**config.mk**
```make
export PLATFORM = sky130hd
export DESIGN_NAME = lane_rst_seq
export DESIGN_NICKNAME = d
export VERILOG_FILES = /design/src/rtl/lrs_pkg.sv /design/src/rtl/lrs_addr_gen.sv /design/src/rtl/lrs_wdata.sv /design/src/rtl/lrs_counters.sv /design/src/rtl/lane_rst_seq.sv
export SDC_FILE = /design/constraint.sdc
export NUM_CORES = 1
export LEC_CHECK = 0
export BUFFER_PORTS_ARGS = -buffer_cell sky130_fd_sc_hd__clkbuf_2
export CAP_MARGIN = 0
export CELL_PAD_IN_SITES_DETAIL_PLACEMENT = 1
export CELL_PAD_IN_SITES_GLOBAL_PLACEMENT = 1
export CORE_UTILIZATION = 40
export CTS_CLUSTER_DIAMETER = 80
export DETAILED_ROUTE_END_ITERATION = 10
export PLACE_DENSITY_LB_ADDON = 0.2
export SYNTH_ARGS = -nofsm -noshare
export SYNTH_HDL_FRONTEND = slang
export SYNTH_SLANG_ARGS = --single-unit
```
**constraint.sdc**
```tcl
create_clock -name clk -period 2.2 [get_ports clk]
set_input_delay 0.33 -clock clk [delete_from_list [all_inputs] [get_ports clk]]
set_output_delay 0.33 -clock clk [all_outputs]
set_load 0.005 [all_outputs]
```
**src/rtl/lrs_pkg.sv**
```systemverilog
package lrs_pkg;
    localparam int DW = 16;
    localparam int AW = 16;

    localparam logic [AW-1:0] PHY_BASE = 16'h2000;
    localparam logic [7:0] OFS_TX_STS = 8'h01;
    localparam logic [7:0] OFS_RX_STS = 8'h02;
    localparam logic [7:0] OFS_TX_OVR = 8'h04;
    localparam logic [7:0] OFS_RX_OVR = 8'h05;

    localparam int BIT_HALF     = 0;
    localparam int BIT_DPLL_RST = 11;
    localparam int BIT_RX_EN    = 14;
    localparam int BIT_TX_EN    = 15;
    localparam int DPLL_LSB     = 8;
    localparam int ATT_LSB      = 10;

    typedef enum logic [3:0] {
        S_IDLE,
        S_PRE_RD,
        S_PRE_WR,
        S_HRST,
        S_POLL_RD,
        S_RXM_RD,
        S_RXM_WR,
        S_SETTLE,
        S_TX_RD,
        S_TX_WR,
        S_STAT,
        S_DONE
    } lrs_state_t;

    typedef enum logic [1:0] {
        SEL_TX_STS,
        SEL_RX_STS,
        SEL_TX_OVR,
        SEL_RX_OVR
    } lrs_sel_t;

    typedef enum logic [1:0] {
        WK_PRE,
        WK_RXM,
        WK_TX
    } lrs_wkind_t;
endpackage

```
**src/rtl/lrs_addr_gen.sv**
```systemverilog
module lrs_addr_gen
    import lrs_pkg::*;
#(
    parameter int LANE_W = 2
) (
    input  logic [LANE_W-1:0] lane,
    input  lrs_sel_t          sel,
    output logic [AW-1:0]     addr
);
    localparam int LANE_LSB = 8;

    logic [AW-1:0] lane_off;
    logic [7:0]    ofs;

    always_comb begin
        lane_off = '0;
        lane_off[LANE_LSB+LANE_W-1:LANE_LSB] = lane;
        unique case (sel)
            SEL_TX_STS: ofs = OFS_TX_STS;
            SEL_RX_STS: ofs = OFS_RX_STS;
            SEL_TX_OVR: ofs = OFS_TX_OVR;
            SEL_RX_OVR: ofs = OFS_RX_OVR;
            default:    ofs = OFS_RX_STS;
        endcase
        addr = PHY_BASE + lane_off + {8'h00, ofs};
    end
endmodule

```
**src/rtl/lrs_wdata.sv**
```systemverilog
module lrs_wdata
    import lrs_pkg::*;
#(
    parameter int DPLL_MODE = 3
) (
    input  lrs_wkind_t    kind,
    input  logic [2:0]    step,
    input  logic [DW-1:0] cap,
    input  logic [2:0]    atten,
    output logic [DW-1:0] wd
);
    localparam logic [2:0] MODE_BITS = 3'(DPLL_MODE);

    logic [DW-1:0] rx_clr, rx_set, rx_mode, rx_rst, rx_rel;
    logic [DW-1:0] tx_clr, tx_set, tx_att;

    always_comb begin
        rx_clr = cap;
        rx_clr[BIT_RX_EN] = 1'b0;
        rx_set = cap;
        rx_set[BIT_RX_EN] = 1'b1;
        rx_mode = rx_set;
        rx_mode[DPLL_LSB+2:DPLL_LSB] = MODE_BITS;
        rx_rst = rx_mode;
        rx_rst[BIT_DPLL_RST] = 1'b1;
        rx_rel = rx_mode;
        rx_rel[BIT_DPLL_RST] = 1'b0;

        tx_clr = cap;
        tx_clr[BIT_TX_EN] = 1'b0;
        tx_set = cap;
        tx_set[BIT_TX_EN] = 1'b1;
        tx_att = tx_set | ({13'b0, atten} << ATT_LSB);

        unique case (kind)
            WK_PRE: wd = rx_clr;
            WK_RXM: begin
                unique case (step)
                    3'd0:    wd = rx_clr;
                    3'd1:    wd = rx_set;
                    3'd2:    wd = rx_mode;
                    3'd3:    wd = rx_rst;
                    default: wd = rx_rel;
                endcase
            end
            WK_TX: begin
                unique case (step)
                    3'd0:    wd = tx_clr;
                    3'd1:    wd = tx_set;
                    default: wd = tx_att;
                endcase
            end
            default: wd = cap;
        endcase
    end
endmodule

```
**src/rtl/lrs_counters.sv**
```systemverilog
module lrs_counters #(
    parameter int POLL_MAX   = 1000,
    parameter int SETTLE_CYC = 3000000,
    parameter int MAX_RETRY  = 100,
    localparam int PW    = $clog2(POLL_MAX + 2),
    localparam int SW    = $clog2(SETTLE_CYC + 2),
    localparam int RTY_W = $clog2(MAX_RETRY + 2)
) (
    input  logic             clk,
    input  logic             rst_n,
    input  logic             poll_clr,
    input  logic             poll_inc,
    output logic             poll_last,
    input  logic             settle_clr,
    input  logic             settle_run,
    output logic             settle_end,
    input  logic             rty_clr,
    input  logic             rty_inc,
    output logic             rty_last,
    output logic [RTY_W-1:0] rty_cnt
);
    logic [PW-1:0] pcnt;

    always_ff @(posedge clk or negedge rst_n) begin
        if (!rst_n)        pcnt <= '0;
        else if (poll_clr) pcnt <= '0;
        else if (poll_inc) pcnt <= pcnt + 1'b1;
    end
    assign poll_last = (pcnt == PW'(POLL_MAX));

    generate
        if (SETTLE_CYC > 1) begin : g_timer
            logic [SW-1:0] scnt;
            always_ff @(posedge clk or negedge rst_n) begin
                if (!rst_n)          scnt <= '0;
                else if (settle_clr) scnt <= '0;
                else if (settle_run) scnt <= scnt + 1'b1;
            end
            assign settle_end = (scnt == SW'(SETTLE_CYC - 1));
        end else begin : g_no_timer
            assign settle_end = 1'b1;
        end
    endgenerate

    always_ff @(posedge clk or negedge rst_n) begin
        if (!rst_n)       rty_cnt <= '0;
        else if (rty_clr) rty_cnt <= '0;
        else if (rty_inc) rty_cnt <= rty_cnt + 1'b1;
    end
    assign rty_last = (rty_cnt == RTY_W'(MAX_RETRY));
endmodule

```
**src/rtl/lane_rst_seq.sv**
```systemverilog
module lane_rst_seq
    import lrs_pkg::*;
#(
    parameter int LANE_W     = 2,
    parameter int POLL_MAX   = 1000,
    parameter int SETTLE_CYC = 3000000,
    parameter int MAX_RETRY  = 100,
    parameter int DPLL_MODE  = 3,
    localparam int RTY_W     = $clog2(MAX_RETRY + 2)
) (
    input  logic              clk,
    input  logic              rst_n,
    input  logic              start,
    input  logic [LANE_W-1:0] lane,
    input  logic [3:0]        tx_atten,
    output logic              busy,
    output logic              reg_req,
    output logic              reg_we,
    output logic [15:0]       reg_addr,
    output logic [15:0]       reg_wdata,
    input  logic              reg_ack,
    input  logic [15:0]       reg_rdata,
    output logic              hrst_req,
    input  logic              hrst_done,
    input  logic              hrst_online,
    output logic              stat_req,
    input  logic              stat_ack,
    input  logic              stat_fail,
    input  logic [1:0]        stat_det,
    output logic              done,
    output logic              done_online,
    output logic [RTY_W-1:0]  done_retries
);
    lrs_state_t        state, nxt;
    logic [2:0]        step, nstep;
    logic [DW-1:0]     cap;
    logic [LANE_W-1:0] lane_q;
    logic [3:0]        atten_q;
    logic              online_q;

    lrs_sel_t   sel;
    lrs_wkind_t wkind;
    logic cap_ld, online_ld;
    logic poll_clr, poll_inc, poll_last;
    logic settle_clr, settle_run, settle_end;
    logic rty_clr, rty_inc, rty_last;
    logic [RTY_W-1:0] rty_cnt;

    lrs_addr_gen #(.LANE_W(LANE_W)) u_addr (
        .lane (lane_q),
        .sel  (sel),
        .addr (reg_addr)
    );

    lrs_wdata #(.DPLL_MODE(DPLL_MODE)) u_wdata (
        .kind  (wkind),
        .step  (step),
        .cap   (cap),
        .atten (atten_q[2:0]),
        .wd    (reg_wdata)
    );

    lrs_counters #(
        .POLL_MAX   (POLL_MAX),
        .SETTLE_CYC (SETTLE_CYC),
        .MAX_RETRY  (MAX_RETRY)
    ) u_cnt (
        .clk        (clk),
        .rst_n      (rst_n),
        .poll_clr   (poll_clr),
        .poll_inc   (poll_inc),
        .poll_last  (poll_last),
        .settle_clr (settle_clr),
        .settle_run (settle_run),
        .settle_end (settle_end),
        .rty_clr    (rty_clr),
        .rty_inc    (rty_inc),
        .rty_last   (rty_last),
        .rty_cnt    (rty_cnt)
    );

    // State register and captured data
    always_ff @(posedge clk or negedge rst_n) begin
        if (!rst_n) begin
            state    <= S_IDLE;
            step     <= '0;
            cap      <= '0;
            lane_q   <= '0;
            atten_q  <= '0;
            online_q <= 1'b0;
        end else begin
            state <= nxt;
            step  <= nstep;
            if (cap_ld)    cap <= reg_rdata;
            if (online_ld) online_q <= hrst_online;
            if (state == S_IDLE && start) begin
                lane_q  <= lane;
                atten_q <= tx_atten;
            end
        end
    end

    // Next state and outputs
    always_comb begin
        nxt        = state;
        nstep      = step;
        reg_req    = 1'b0;
        reg_we     = 1'b0;
        sel        = SEL_RX_STS;
        wkind      = WK_PRE;
        hrst_req   = 1'b0;
        stat_req   = 1'b0;
        cap_ld     = 1'b0;
        online_ld  = 1'b0;
        poll_clr   = 1'b0;
        poll_inc   = 1'b0;
        settle_clr = 1'b0;
        settle_run = 1'b0;
        rty_clr    = 1'b0;
        rty_inc    = 1'b0;

        unique case (state)
            S_IDLE: begin
                if (start) begin
                    rty_clr = 1'b1;
                    nxt     = S_PRE_RD;
                end
            end
            S_PRE_RD: begin
                reg_req = 1'b1;
                sel     = SEL_RX_STS;
                if (reg_ack) begin
                    cap_ld = 1'b1;
                    nxt    = S_PRE_WR;
                end
            end
            S_PRE_WR: begin
                reg_req = 1'b1;
                reg_we  = 1'b1;
                sel     = SEL_RX_OVR;
                wkind   = WK_PRE;
                if (reg_ack) nxt = S_HRST;
            end
            S_HRST: begin
                hrst_req = 1'b1;
                if (hrst_done) begin
                    online_ld = 1'b1;
                    poll_clr  = 1'b1;
                    nxt       = S_POLL_RD;
                end
            end
            S_POLL_RD: begin
                reg_req = 1'b1;
                sel     = SEL_RX_STS;
                if (reg_ack) begin
                    if (reg_rdata[BIT_HALF] && !poll_last) poll_inc = 1'b1;
                    else                                   nxt = S_RXM_RD;
                end
            end
            S_RXM_RD: begin
                reg_req = 1'b1;
                sel     = SEL_RX_STS;
                if (reg_ack) begin
                    cap_ld = 1'b1;
                    nstep  = '0;
                    nxt    = S_RXM_WR;
                end
            end
            S_RXM_WR: begin
                reg_req = 1'b1;
                reg_we  = 1'b1;
                sel     = SEL_RX_OVR;
                wkind   = WK_RXM;
                if (reg_ack) begin
                    if (step == 3'd4) begin
                        settle_clr = 1'b1;
                        nxt        = S_SETTLE;
                    end else begin
                        nstep = step + 3'd1;
                    end
                end
            end
            S_SETTLE: begin
                settle_run = 1'b1;
                if (settle_end) nxt = atten_q[3] ? S_STAT : S_TX_RD;
            end
            S_TX_RD: begin
                reg_req = 1'b1;
                sel     = SEL_TX_STS;
                if (reg_ack) begin
                    cap_ld = 1'b1;
                    nstep  = '0;
                    nxt    = S_TX_WR;
                end
            end
            S_TX_WR: begin
                reg_req = 1'b1;
                reg_we  = 1'b1;
                sel     = SEL_TX_OVR;
                wkind   = WK_TX;
                if (reg_ack) begin
                    if (step == 3'd2) nxt = S_STAT;
                    else              nstep = step + 3'd1;
                end
            end
            S_STAT: begin
                stat_req = 1'b1;
                if (stat_ack) begin
                    if (stat_fail || stat_det == 2'b00 || online_q || rty_last) begin
                        nxt = S_DONE;
                    end else begin
                        rty_inc = 1'b1;
                        nxt     = S_PRE_RD;
                    end
                end
            end
            S_DONE: nxt = S_IDLE;
            default: nxt = S_IDLE;
        endcase
    end

    assign busy         = (state != S_IDLE);
    assign done         = (state == S_DONE);
    assign done_online  = online_q;
    assign done_retries = rty_cnt;
endmodule

```
* After elaboration in Yosys (flattened, before gate mapping) *
Index checks and enable logic that the tools add are counted.

word-level totals
  bits in registers = 69
  bits of input ports = 32
  output and inout port bits = 46
  logic and storage cells = 134

operators by class
  $add $sub $neg = 6
  equal/unequal tests = 40
  muxes and demuxes = 55
  bitwise logic cells = 1
  reductions and logical operators = 23

operators by type and width
  cell                      count
  $mux W4                   15
  $pmux W15 S4              1
  $pmux W16 S3              1
  $mux W22                  2
  $pmux W4 S11              1
  $ne A2 B2 Y1 const B      16
  $pmux W16 S2              1
  $pmux W8 S4               1
  $add A22 B1 Y22 const B   1
  $eq A22 B22 Y1 const B    1
  $mux W1                   20
  $mux W10                  2
  $add A16 B8 Y16           1
  $eq A4 B3 Y1 const B      4
  $eq A4 B4 Y1 const B      4
  $or A16 B13 Y16           1
  $add A14 B10 Y15 const A  1
  $mux W3                   5
  $mux W7                   2
  $reduce_and A14 Y1        1
  $add A10 B1 Y10 const B   1
  $eq A10 B10 Y1 const B    1
  $pmux W3 S3               1
  $eq A4 B2 Y1 const B      2
  other kinds (26)          39

* Logic depth before layout (Yosys ltp) *
  depth in word-level cells = 9
  depth in mapped cells = 7
  mapped depth without buffers = 7

* Cells and area by module *
A second synthesis with hierarchy kept.

second synthesis, totals
  cell total of the unflattened synthesis = 420
  area, all modules = 4017.6 sq um

by module, submodules not included
  module        times used  cells each  area an instance (sq um)  sequential area each (sq um)
  lrs_counters  1           222         2059.5                    975.9
  lane_rst_seq  1           147         1619.1                    750.7
  lrs_wdata     1           30          182.7                     0.0
  lrs_addr_gen  1           21          156.4                     0.0

* Worst setup path after synthesis *
Ideal clock, no wire load.

  kind = register to register
  start point = register state[1]
  end point = register state[0]
  library setup time = 125 ps
  arrival = 1856 ps
  data required time = 2075 ps
  setup slack = 219 ps
  stages on the path, launching flop included = 6
  buffers on the path = 0
  period minus slack after synthesis = 1981 ps
  cell sequence = dfrtp_1 or4_4 and3_4 a22oi_2 and4bb_4 mux2_4

between the ends
  word-level cells in the longest chain between the ends = 3
  elaborated cells between the ends (all ways) = 27
  those cells by class = eq/ne (24); mux (1); reduce/logical (2)

RTL lines
  element                               RTL line             text
  start: declaration                    lane_rst_seq.sv:34   lrs_state_t state, nxt;
  start signal: assignment              lane_rst_seq.sv:92   state <= nxt;
  $eq A4 B4 Y1 (tied with other cells)  lane_rst_seq.sv:122  unique case (state)
  $ne A2 B2 Y1 (no line)                --
  $reduce_and A14 Y1 (no line)          --

Parallel ways exist; a longest one is shown, timed or not.
A chain may end at the register's enable or synchronous reset.

* Worst setup path after layout *
  start point = register step[0]
  end point = output reg_wdata[11]

between the ends
  word-level cells in the longest chain between the ends = 3
  elaborated cells between the ends (all ways) = 7
  those cells by class = eq/ne (3); mux (3); reduce/logical (1)

RTL lines
  element                                              RTL line                          text
  start: declaration                                   lane_rst_seq.sv:35                logic [2:0] step, nstep;
  start signal: assignment                             lane_rst_seq.sv:93                step <= nstep;
  $eq A3 B2 Y1 (tied with other cells)                 lrs_wdata.sv:38                   unique case (step)
  $pmux W15 S4 / $pmux W16 S2 (equally long branches)  lrs_wdata.sv:38, lrs_wdata.sv:47
  $pmux W16 S3 (*)                                     lrs_wdata.sv:35                   unique case (kind)
  end: declaration                                     lane_rst_seq.sv:20                output logic [15:0] reg_wdata,

Every way passes the cells marked *; elsewhere a longest branch is shown, timed or not.

==> metrics <==
run status finished, violations left; failing checks negative setup slack; Max Slew Vio Count 0; Avg Vias per Cell 5.09; most frequent cells in the layout 69 x dfrtp_1, 65 x clkbuf_2, 47 x nor2_1; final worst slack -0.0102 ns; Site Rows 35; Syn. warnings 0; DR DRC count 0; PortBufs 66; WHS 0.208 ns; vias in the first global route 3097; Lkg Pwr 2.07 nW; final non-filler cell area 0.00466 mm2; fin cells 604; Tcrit/Tclk final 100%; Fill cells 1089; DIE AREA 0.0101 mm2; sw frac 38.5%; synthesized instance count 396; Post-Route WL 8.90 mm; Worst Path Arrival 1.88 ns; TNS Setup -0.0102 ns; clk buf depth 2; Yosys top cell area share 44.5%; IO Count 78; clock slew at reported path FFs 0.08 ns; CTS tree done; Setup Viol. Count Final 1; #FFs+latches synth 69; Clock Sinks 69; Overflow after GRT 0; Comb pwr share 45.1%; slew margin rel. 61.1%; die width 100 um; all-layer global routing usage 19.2%; clk_skew 0.0101 ns; pin count of the biggest net entering global routing 48; worst-margin pin slew 0.584 ns; die height 100 um; clock root buffer clkbuf_8; Worst IR Drop VDD 446 uV; number of synthesized flops with an enable pin 0; first-pass GRT wire length 15.1 mm; internal power 3.63 mW; Antenna Nets Post-Route 0; CP required 1.87 ns; Nets 513; Crit Path Max Fanout 3; Area after DPL 0.00433 mm2; Setup CP Type flip-flop to output pin; Top FF cell, synth dfrtp_1; pwr dens 1270 mW/mm2; Core ar. 0.00933 mm2; Final Wtd Congestion 0.783; Min Clock Period, post-route 2.21 ns; Routed wire per std cell 14.7 um; Clk Latency, worst-skew pair 0.35 ns; max frequency 452 MHz; Avg Inst Size Synth 9.79 um2; P&R area growth vs syn 20.0%; crit start category flip-flop; Mapped Area 0.00388 mm2; max cap viols 0; Clock power frac 17.8%; final-report hold violation count 0; DP Cell Count 583; most common cell after layout, fill and taps aside dfrtp_1; H-tree levels 3; Async S/R FF share, synth 100%; sequential share of power 37.1%; dpl hpwl 6.44 mm; drt pass-1 iters 4; area leader, netlist dfrtp_1; layout cell share with drive strength beyond 1 31.4%; Worst setup EP type output pin; Synth cell types 51; cts bufs inserted 9; Iteration-0 DRC Markers 84; cells taking the most area after synthesis dfrtp_1 45%, mux2_2 7.3%, nor2_1 4.6%; Post-Place Worst Slack 0.163 ns; NetSw 2.28 mW; worst min path class input pin to flip-flop; RSZ-0062 raised after global routing yes; initial core utilization 41.6%; via count 3075; n_diodes 0; Seq/Total Area, Yosys 44.5%; initial antenna violation count 0
power groups by stage:
stage | combinational [mW] | sequential [mW] | clock, mW
2_1_floorplan | 1.83 | 2.12 | 0
3_3_place_gp | 2.39 | 2.19 | 0
3_5_place_dp | 2.47 | 2.22 | 0
4_1_cts | 2.56 | 2.19 | 1.09
5_1_grt | 2.97 | 2.27 | 1.13
6_report | 2.66 | 2.19 | 1.05
sequential cells by signal (all words and copies together), names as in the netlist:
name	count
atten_q	4
cap	16
done_online	1
lane_q	2
state	4
step	3
u_cnt.g_timer.scnt	22
u_cnt.pcnt	10
u_cnt.rty_cnt	7
layer usage:
layer,vias up,GRT usage [%],wire [um]
li1,1492,-,-
met1,1510,25.2,4090
met2,60,31.5,4380
met3,13,3.47,289
met4,0,7.58,134
met5,-,0,0
synthesized netlist by cell type (all sizes together) (2+ instances only):
| library cell | number |
|---|---|
| dfrtp | 69 |
| nor2 | 48 |
| buf | 27 |
| mux2 | 27 |
| nand2 | 21 |
| nand3 | 21 |
| xor2 | 20 |
| a21oi | 17 |
| inv | 17 |
| o21ai | 17 |
| nand4 | 12 |
| ha | 11 |
| nor3 | 11 |
| xnor2 | 10 |
| or3 | 9 |
| clkbuf | 6 |
| nor4 | 5 |
| and3 | 4 |
| nand2b | 4 |
| and2 | 3 |
| mux2i | 3 |
| nand4bb | 3 |
| o22ai | 3 |
| o31ai | 3 |
| a21o | 2 |
| a31oi | 2 |
| and4bb | 2 |
| conb | 2 |
| nor2b | 2 |
| nor3b | 2 |
| or2 | 2 |
| or4 | 2 |
layout make-up:
type / instances / area [um2] / share of cell area (%)
flip-flops and latches: 69 / 1730 / 37.1
clock inverters: 7 / 73.8 / 1.59
inverters: 17 / 63.8 / 1.37
well taps: 129 / 161 / 3.47
repair buffers: 87 / 526 / 11.3
clock buffers: 9 / 124 / 2.66
multi-input cells: 286 / 1980 / 42.5
cell families after synthesis:
kind of cell               count (synthesis)  synth area share [%]
AOI/OAI and AO/OA                         48                  7.19
xor gates and xnor gates                  30                  6.77
adders and majority gates                 11                  3.55
buffers and inverters                     50                  7.03
DFF                                       69                  44.5
muxes                                     30                  8.81
other                                      2                 0.194
and+or+nand+nor                          156                  21.9
final timing paths:
check | start | to | slack, ns | cells past startpoint
setup / recovery | step[0]$_DFFE_PN0P_ | reg_wdata[11] | -0.01 | 8
hold / removal | reg_rdata[2] | cap[2]$_DFFE_PN0P_ | 0.21 | 2
setup reg to reg | u_cnt.pcnt[0]$_DFFE_PN0P_ | state[3]$_DFFE_PN0P_ | 0.16 | 7
hold reg to reg | cap[2]$_DFFE_PN0P_ | cap[2]$_DFFE_PN0P_ | 0.51 | 1
max in group asynchronous | rst_n | step[1]$_DFFE_PN0P_ | 1.02 | 3
min in group asynchronous | rst_n | cap[5]$_DFFE_PN0P_ | 0.52 | 2
repair_timing:
item                                   4_1_cts  5_1_grt
endpoints found under the hold margin       22        0
resized for setup                            6       14
hold buffers                                 1        0
setup endpoints to repair                    5        7
setup buffers                                2        2
pin swaps                                    1        2
per-stage QoR:
| stage | utilization [%] | total power [mW] |
|---|---|---|
| 6_report | 49.9 | 5.91 |
| 5_1_grt | 49.9 | 6.37 |
| 4_1_cts | 49.0 | 5.85 |
| 3_5_place_dp | 46.4 | 4.69 |
| 3_3_place_gp | 46.4 | 4.58 |
| 2_1_floorplan | - | 3.95 |
worst max-delay path, stage by stage, from the launching register on:
cell and delay, ns:
dfrtp_1 0.40, inv_2 0.06, ha_2 0.18, or3_4 0.39, a21oi_2 0.15, nor3_1 0.06
a21oi_1 0.12, o21ai_1 0.08, clkbuf_2 0.11
Note: power is estimated with default switching activity, not from simulation.
